**src/rtl/tflag_alu_pkg.sv**
```systemverilog
package tflag_alu_pkg;

    localparam int INSN_W = 16;

    typedef enum logic [4:0] {
        OP_NONE,
        OP_ADD, OP_ADDC, OP_ADDV, OP_ADDI,
        OP_SUB, OP_SUBC, OP_SUBV,
        OP_NEG, OP_NEGC,
        OP_AND, OP_OR, OP_XOR, OP_NOT,
        OP_EXTSB, OP_EXTSW, OP_EXTUB, OP_EXTUW,
        OP_SWPB, OP_SWPW, OP_XTR
    } alu_op_e;

    function automatic logic uses_adder(alu_op_e op);
        case (op)
            OP_ADD, OP_ADDC, OP_ADDV, OP_ADDI,
            OP_SUB, OP_SUBC, OP_SUBV, OP_NEG, OP_NEGC: return 1'b1;
            default:                                   return 1'b0;
        endcase
    endfunction

endpackage

```
**src/rtl/tflag_alu_dec.sv**
```systemverilog
module tflag_alu_dec
    import tflag_alu_pkg::*;
(
    input  logic [INSN_W-1:0] instr_i,
    output alu_op_e           op_o
);
    logic [3:0] grp;
    logic [3:0] fn;

    always_comb begin
        grp  = instr_i[INSN_W-1 -: 4];
        fn   = instr_i[3:0];
        op_o = OP_NONE;
        if (grp == 4'h7) begin
            op_o = OP_ADDI;
        end else begin
            case ({grp, fn})
                8'h3C: op_o = OP_ADD;
                8'h3E: op_o = OP_ADDC;
                8'h3F: op_o = OP_ADDV;
                8'h38: op_o = OP_SUB;
                8'h3A: op_o = OP_SUBC;
                8'h3B: op_o = OP_SUBV;
                8'h6B: op_o = OP_NEG;
                8'h6A: op_o = OP_NEGC;
                8'h29: op_o = OP_AND;
                8'h2B: op_o = OP_OR;
                8'h2A: op_o = OP_XOR;
                8'h67: op_o = OP_NOT;
                8'h6E: op_o = OP_EXTSB;
                8'h6F: op_o = OP_EXTSW;
                8'h6C: op_o = OP_EXTUB;
                8'h6D: op_o = OP_EXTUW;
                8'h68: op_o = OP_SWPB;
                8'h69: op_o = OP_SWPW;
                8'h2D: op_o = OP_XTR;
                default: op_o = OP_NONE;
            endcase
        end
    end
endmodule

```
**src/rtl/tflag_alu_addsub.sv**
```systemverilog
module tflag_alu_addsub #(
    parameter int W = 32
) (
    input  logic [W-1:0] a_i,
    input  logic [W-1:0] b_i,
    input  logic         sub_i,
    input  logic         cin_i,
    output logic [W-1:0] res_o,
    output logic         cy_o,
    output logic         ov_o
);
    logic [W:0] wide;

    always_comb begin
        if (sub_i)
            wide = {1'b0, a_i} - {1'b0, b_i} - {{W{1'b0}}, cin_i};
        else
            wide = {1'b0, a_i} + {1'b0, b_i} + {{W{1'b0}}, cin_i};
        res_o = wide[W-1:0];
        cy_o  = wide[W];
        if (sub_i)
            ov_o = (a_i[W-1] != b_i[W-1]) && (res_o[W-1] != a_i[W-1]);
        else
            ov_o = (a_i[W-1] == b_i[W-1]) && (res_o[W-1] != a_i[W-1]);
    end
endmodule

```
**src/rtl/tflag_alu_mix.sv**
```systemverilog
module tflag_alu_mix
    import tflag_alu_pkg::*;
#(
    parameter int W = 32
) (
    input  alu_op_e      op_i,
    input  logic [W-1:0] rn_i,
    input  logic [W-1:0] rm_i,
    output logic [W-1:0] y_o
);
    localparam int HW = W / 2;
    localparam int BW = 8;

    always_comb begin
        case (op_i)
            OP_AND:   y_o = rn_i & rm_i;
            OP_OR:    y_o = rn_i | rm_i;
            OP_XOR:   y_o = rn_i ^ rm_i;
            OP_NOT:   y_o = ~rm_i;
            OP_EXTSB: y_o = {{(W-BW){rm_i[BW-1]}}, rm_i[BW-1:0]};
            OP_EXTSW: y_o = {{(W-HW){rm_i[HW-1]}}, rm_i[HW-1:0]};
            OP_EXTUB: y_o = {{(W-BW){1'b0}}, rm_i[BW-1:0]};
            OP_EXTUW: y_o = {{(W-HW){1'b0}}, rm_i[HW-1:0]};
            OP_SWPB:  y_o = {rm_i[W-1:HW], rm_i[BW-1:0], rm_i[HW-1:BW]};
            OP_SWPW:  y_o = {rm_i[HW-1:0], rm_i[W-1:HW]};
            OP_XTR:   y_o = {rm_i[HW-1:0], rn_i[W-1:HW]};
            default:  y_o = '0;
        endcase
    end
endmodule

```
**src/rtl/tflag_alu.sv**
```systemverilog
module tflag_alu
    import tflag_alu_pkg::*;
#(
    parameter int W     = 32,
    parameter int IMM_W = 8,
    parameter int IDX_W = 4
) (
    input  logic              clk,
    input  logic              rst_n,
    input  logic              valid_i,
    input  logic [15:0]       instr_i,
    input  logic [W-1:0]      rn_i,
    input  logic [W-1:0]      rm_i,
    input  logic              t_i,
    output logic              rn_we_o,
    output logic [IDX_W-1:0]  rn_idx_o,
    output logic [W-1:0]      rn_data_o,
    output logic              t_we_o,
    output logic              t_o
);
    localparam int IDX_LSB = INSN_W - 4 - IDX_W;

    typedef struct packed {
        logic             rn_we;
        logic [IDX_W-1:0] idx;
        logic [W-1:0]     data;
        logic             t_we;
        logic             t;
    } out_s;

    alu_op_e      op_d;
    logic [W-1:0] a_d, b_d, sum_d, mix_d;
    logic         sub_d, cin_d, cy_d, ov_d;
    out_s         nxt_d, out_q;

    tflag_alu_dec u_dec (
        .instr_i (instr_i),
        .op_o    (op_d)
    );

    always_comb begin
        a_d   = rn_i;
        b_d   = rm_i;
        sub_d = 1'b0;
        cin_d = 1'b0;
        case (op_d)
            OP_ADDC: cin_d = t_i;
            OP_ADDI: b_d   = {{(W-IMM_W){instr_i[IMM_W-1]}}, instr_i[IMM_W-1:0]};
            OP_SUB, OP_SUBV: sub_d = 1'b1;
            OP_SUBC: begin sub_d = 1'b1; cin_d = t_i; end
            OP_NEG:  begin a_d = '0; sub_d = 1'b1; end
            OP_NEGC: begin a_d = '0; sub_d = 1'b1; cin_d = t_i; end
            default: ;
        endcase
    end

    tflag_alu_addsub #(.W(W)) u_addsub (
        .a_i   (a_d),
        .b_i   (b_d),
        .sub_i (sub_d),
        .cin_i (cin_d),
        .res_o (sum_d),
        .cy_o  (cy_d),
        .ov_o  (ov_d)
    );

    tflag_alu_mix #(.W(W)) u_mix (
        .op_i (op_d),
        .rn_i (rn_i),
        .rm_i (rm_i),
        .y_o  (mix_d)
    );

    always_comb begin
        nxt_d = '0;
        if (valid_i && op_d != OP_NONE) begin
            nxt_d.rn_we = 1'b1;
            nxt_d.idx   = instr_i[IDX_LSB +: IDX_W];
            nxt_d.data  = uses_adder(op_d) ? sum_d : mix_d;
            case (op_d)
                OP_ADDC, OP_SUBC, OP_NEGC: begin
                    nxt_d.t_we = 1'b1;
                    nxt_d.t    = cy_d;
                end
                OP_ADDV, OP_SUBV: begin
                    nxt_d.t_we = 1'b1;
                    nxt_d.t    = ov_d;
                end
                default: ;
            endcase
        end
    end

    always_ff @(posedge clk or negedge rst_n) begin
        if (!rst_n) out_q <= '0;
        else        out_q <= nxt_d;
    end

    assign rn_we_o   = out_q.rn_we;
    assign rn_idx_o  = out_q.idx;
    assign rn_data_o = out_q.data;
    assign t_we_o    = out_q.t_we;
    assign t_o       = out_q.t;


    idle_quiet_chk: assert property (@(posedge clk) disable iff (!rst_n)
        !$past(valid_i) |-> (!rn_we_o && !t_we_o && rn_data_o == '0 && rn_idx_o == '0));


    unknown_nowrite_chk: assert property (@(posedge clk) disable iff (!rst_n)
        (valid_i && op_d == OP_NONE) |=> (!rn_we_o && !t_we_o));


    neg_keeps_t_chk: assert property (@(posedge clk) disable iff (!rst_n)
        (valid_i && op_d == OP_NEG) |=> (rn_we_o && !t_we_o));


    addc_writes_t_chk: assert property (@(posedge clk) disable iff (!rst_n)
        (valid_i && op_d == OP_ADDC) |=> (rn_we_o && t_we_o));


    t_with_rn_chk: assert property (@(posedge clk) disable iff (!rst_n)
        t_we_o |-> rn_we_o);


    plain_add_no_t_chk: assert property (@(posedge clk) disable iff (!rst_n)
        (valid_i && (op_d == OP_ADD || op_d == OP_SUB)) |=> !t_we_o);
endmodule

```
**config.mk**
```make
export PLATFORM = sky130hd
export DESIGN_NAME = tflag_alu
export DESIGN_NICKNAME = d
export VERILOG_FILES = /design/src/rtl/tflag_alu_pkg.sv /design/src/rtl/tflag_alu_dec.sv /design/src/rtl/tflag_alu_addsub.sv /design/src/rtl/tflag_alu_mix.sv /design/src/rtl/tflag_alu.sv
export SDC_FILE = /design/constraint.sdc
export NUM_CORES = 1
export LEC_CHECK = 0
export BUFFER_PORTS_ARGS = -buffer_cell sky130_fd_sc_hd__buf_2
export CELL_PAD_IN_SITES_DETAIL_PLACEMENT = 0
export CELL_PAD_IN_SITES_GLOBAL_PLACEMENT = 2
export CORE_MARGIN = 5
export CORE_UTILIZATION = 35
export CTS_BUF_LIST = sky130_fd_sc_hd__clkbuf_4
export CTS_CLUSTER_DIAMETER = 50
export DETAILED_ROUTE_END_ITERATION = 10
export GPL_TIMING_DRIVEN = 0
export PLACE_DENSITY_LB_ADDON = 0.12
export SETUP_SLACK_MARGIN = 0.02
export SLEW_MARGIN = 40
export SYNTH_ARGS = -nofsm -noshare
export SYNTH_HDL_FRONTEND = slang
export SYNTH_HIERARCHICAL = 1
export SYNTH_SLANG_ARGS = --single-unit
```
**constraint.sdc**
```tcl
create_clock -name clk -period 0.8 [get_ports clk]
set_input_delay 0.08 -clock clk [delete_from_list [all_inputs] [get_ports clk]]
set_output_delay 0.08 -clock clk [all_outputs]
set_load 0.02 [all_outputs]
```
==> results <==
- The half-perimeter wire length after detailed placement is between 30000 and 40000 um.
- The post-synthesis share of cell area spent on full adders, half adders and majority gates is 0.2015.
- The detailed-router iteration count before antenna repair is 6.
- The residual antenna-violating net count after detailed routing is 0.
- The netlist uses a little over 100 different library cells.
- The critical path in this run is classified as in -> reg.
- Each instance of the synthesized netlist takes up on average 7.279 um2.
- In this run the worst hold path is classified as in -> reg.
- The DRC violation total after the first TritonRoute iteration is approximately 1200.
- The biggest area contributor in the post-synthesis netlist is sky130_fd_sc_hd__ha_1.
- Adding up every negative setup slack in the final design gives -122.80 ns.
- Of the total synthesized cell area, the portion taken by XOR and XNOR cells is 0.04661.
- The floorplan step defined a die boundary enclosing between 30000 and 40000 um2.
- The dominant combinational cell family by area after synthesis is compound AO/OA/AOI/OAI gates.
- At the worst endpoint, the required time is approximately 1.1 ns.
- The number of antenna violations at the first check in global routing is 2.
- The area overhead of the layout relative to synthesis is 38.03%.
- Leaving out fill and tap cells, the most frequent cell in the layout is sky130_fd_sc_hd__inv_1.
- The number of pins exceeding their max-slew limit in the final report is 0.
- The startpoint kind of the worst setup timing path is a primary input.
- The highest net fanout along the worst path is 8.
- For this design the ratio of total power to cell area is between 1000 and 1500 nW/um2.
- The TritonCTS clock tree is built.
- The sequential-to-total area share from yosys stat is 0.09618.
- The total vias in the final route is 11410.
- The checks that failed: setup timing.
- The longest individual stage delay on the worst path is 0.55 ns.
- The combined area of all synthesized cells is 10150 um2.
- The number of nets in the finished design is 1863.
- The slowest stage of the critical path is the sky130_fd_sc_hd__or4b_4 cell.
- After detailed routing, the number of remaining DRC violations is 0.
- Counting every sink on the clock net gives 39.
- In the final layout, the share of cells above drive strength 1 is 0.3286.
- The count of endpoints failing hold in the final timing report is 0.
- STA classifies the critical path endpoint as a register.
- The worst pin sits at a relative slew slack of 0.4533.
- The number of cells produced by synthesis is between 1000 and 1500.
- By area the synthesized netlist is led by sky130_fd_sc_hd__ha_1 19%, sky130_fd_sc_hd__dfrtp_1 9.6%, sky130_fd_sc_hd__inv_1 6.5%.
- The fraction of the mapped netlist area in simple logic gates is 0.2170.
- The die outline height is 180.3 um.
- The critical path contains buffers and inverters numbering 8 combined.
- The least setup slack across all paths after layout is -3.902 ns.
- The floorplan has 62 rows.
- Buffers placed on the I/O ports in this run total ~120.
- The die is about 180 um wide.
- Tracing the worst setup path back leads to its startpoint at instr_i[2].
- Wires add up to 47210 um.
- The number of enable flip-flop cells after synthesis is 0.
- Setup repair after global routing could not meet its margin everywhere.
- The via count of the first global-routing pass is between 10000 and 15000.
- For this configuration, the core starts out at a cell density of 0.3535.
- The maximum clock path buffer count is 2.
- The post-layout instance area is approximately 14000 um2.
- The maximum frequency from static timing analysis is roughly 210 MHz.
- CTS built an H-tree with a depth of 2.
- The total congestion overflow after global routing is 0.
- The maximum vdd drop is 0.8676 mV.
- Before CTS, the worst setup slack after placement is -5.043 ns.
- The number of placed I/O pins is approximately 120.
- Data arrives at the worst endpoint at 4.99 ns.
- After synthesis, the share of cell area in mux cells is 0.02293.
- After synthesis, the share of flip-flops with an asynchronous set or reset is 1.000.
- The startpoint identified for the worst hold timing path is valid_i.
- The run finished, with violations left.
- The core region is 28700 um2.
- The final worst-path cycle share is 5.877.
- The post-layout total power is 15.88 mW.
- The number of CTS-inserted buffers is 5.
- Entering global routing, the biggest net connects 40 pins.
- The detailed-route vias per instance is 5.694.
- The path with the worst hold slack has its endpoint at rn_data_o[2].
- The global routing usage summed across all routing layers is 0.2770.
- Setup violations remaining at the end of the flow were counted as just under 80.
- The clock-pin slew of the registers on the worst-case setup and hold paths is 0.14 ns.
- The most numerous cell type found on the critical path is sky130_fd_sc_hd__buf_8.
- The synthesized-area fraction occupied by ao, oa, aoi and oai cells is 0.3037.
- In the layout the commonest cells are 156 x sky130_fd_sc_hd__inv_1, 126 x sky130_fd_sc_hd__ha_1, 100 x sky130_fd_sc_hd__buf_2.
- Counting flops and latches in the post-synthesis netlist gives 39.
- The detailed-route wire length per cell is approximately 24 um.
- For the finished layout, the period the worst path requires is 4.702 ns.
- The routability-driven placement congestion ratio is 0.9811.
- The leakage power of the design is 6.489 nW.
- The top-area cell type share of the netlist area is 0.1936.
- The net count after synthesis is 1639.
- The slew of the pin with the lowest slew margin is roughly 0.82 ns.
- The main flop type after synthesis is sky130_fd_sc_hd__dfrtp_1.
- The Yosys step of the flow raised 6 warnings.
- The global-route wire length before repair is roughly 70000 um.
- CTS placed an instance of sky130_fd_sc_hd__clkbuf_4 at the clock tree root.
- For this run, the share of the core covered by cells in the final layout is 0.4880.
- Counting instances, the worst hold path has a depth of 4.
- On the critical path the largest part of the delay comes from compound AO/OA/AOI/OAI gates.
- The cell area after placement is 11910 um2.
- Max-cap violations in this run came to 0.
power breakdown:
| group | switching [mW] | leakage [nW] | total [mW] | internal, mW |
|---|---|---|---|---|
| Combinational | 6.95 | 5.90 | 12.3 | 5.40 |
| Clock | 0.822 | 0.0452 | 1.48 | 0.657 |
| Sequential | 0.0296 | 0.541 | 2.06 | 2.03 |
state kept, by name, summed over array words and instances, names as in the netlist:
register	cells
t_o	1
t_we_o	1
rn_idx_o	4
rn_data_o	32
rn_we_o	1
per-stage QoR:
stage	instances	hold slack, ns
finish	2004	0.05894
global route	2004	0.03815
CTS	1982	0.03447
detailed placement	1900	0.09174
global placement	1899	0.2484
floorplan	1394	-0.2156
cell families (layout without fill, tap and decap cells):
kind of cell,Yosys count,in the layout
XOR/XNOR,54,54
flip-flops,39,39
adder cells (fa/ha/maj),161,161
buffers and inverters,267,492
other,0,1
AO/OA/AOI/OAI,447,447
multiplexers,22,22
AND/OR/NAND/NOR,404,404
Yosys cell counts, drive strengths merged (14+ instances only):
cell type and count:
a21o 46, o21ai 86, ha 157, o211ai 68
nor3 14, a211o 19, inv 177, nor2b 18
dfrtp 39, clkbuf 40, nand2 97, xnor2 42
buf 49, nand3 67, nand4b 34, a21oi 121
nor2 64, and2 40
worst max path at each step:
stage / endpoint / slack, ns / cells past startpoint
after floorplan: t_o / -3.80 / 23
after global placement: rn_data_o[24] / -5.08 / 24
after detailed placement: t_o / -5.04 / 24
after CTS: t_o / -3.79 / 25
after global routing: rn_data_o[30] / -4.07 / 27
final: t_o / -3.90 / 26
what timing repair did:
item	CTS	global route
setup endpoints to repair	78	78
setup buffers	67	25
gates resized for setup	230	82
hold buffers	5	0
hold endpoints to repair	43	0
cloned	3	0
pin swaps	74	64
cell type report:
cell class | count | area, um2
fillers | 2891 | 14700
multi-input cells | 1088 | 9370
repair buffers | 219 | 1792
flip-flops and latches | 39 | 975.9
inverters | 178 | 693.2
plain buffers | 87 | 610.6
well taps | 384 | 480.5
clock inverters | 3 | 43.79
clock buffers | 5 | 37.54
diodes | 1 | 2.502
metal layers:
metal | global-route usage | routed length (um)
met1 | 0.4016 | 21860
met2 | 0.4270 | 20570
met3 | 0.03048 | 3064
met5 | 0 | 10
met4 | 0.09498 | 1695
No activity file was read; power rests on OpenSTA's default activity.
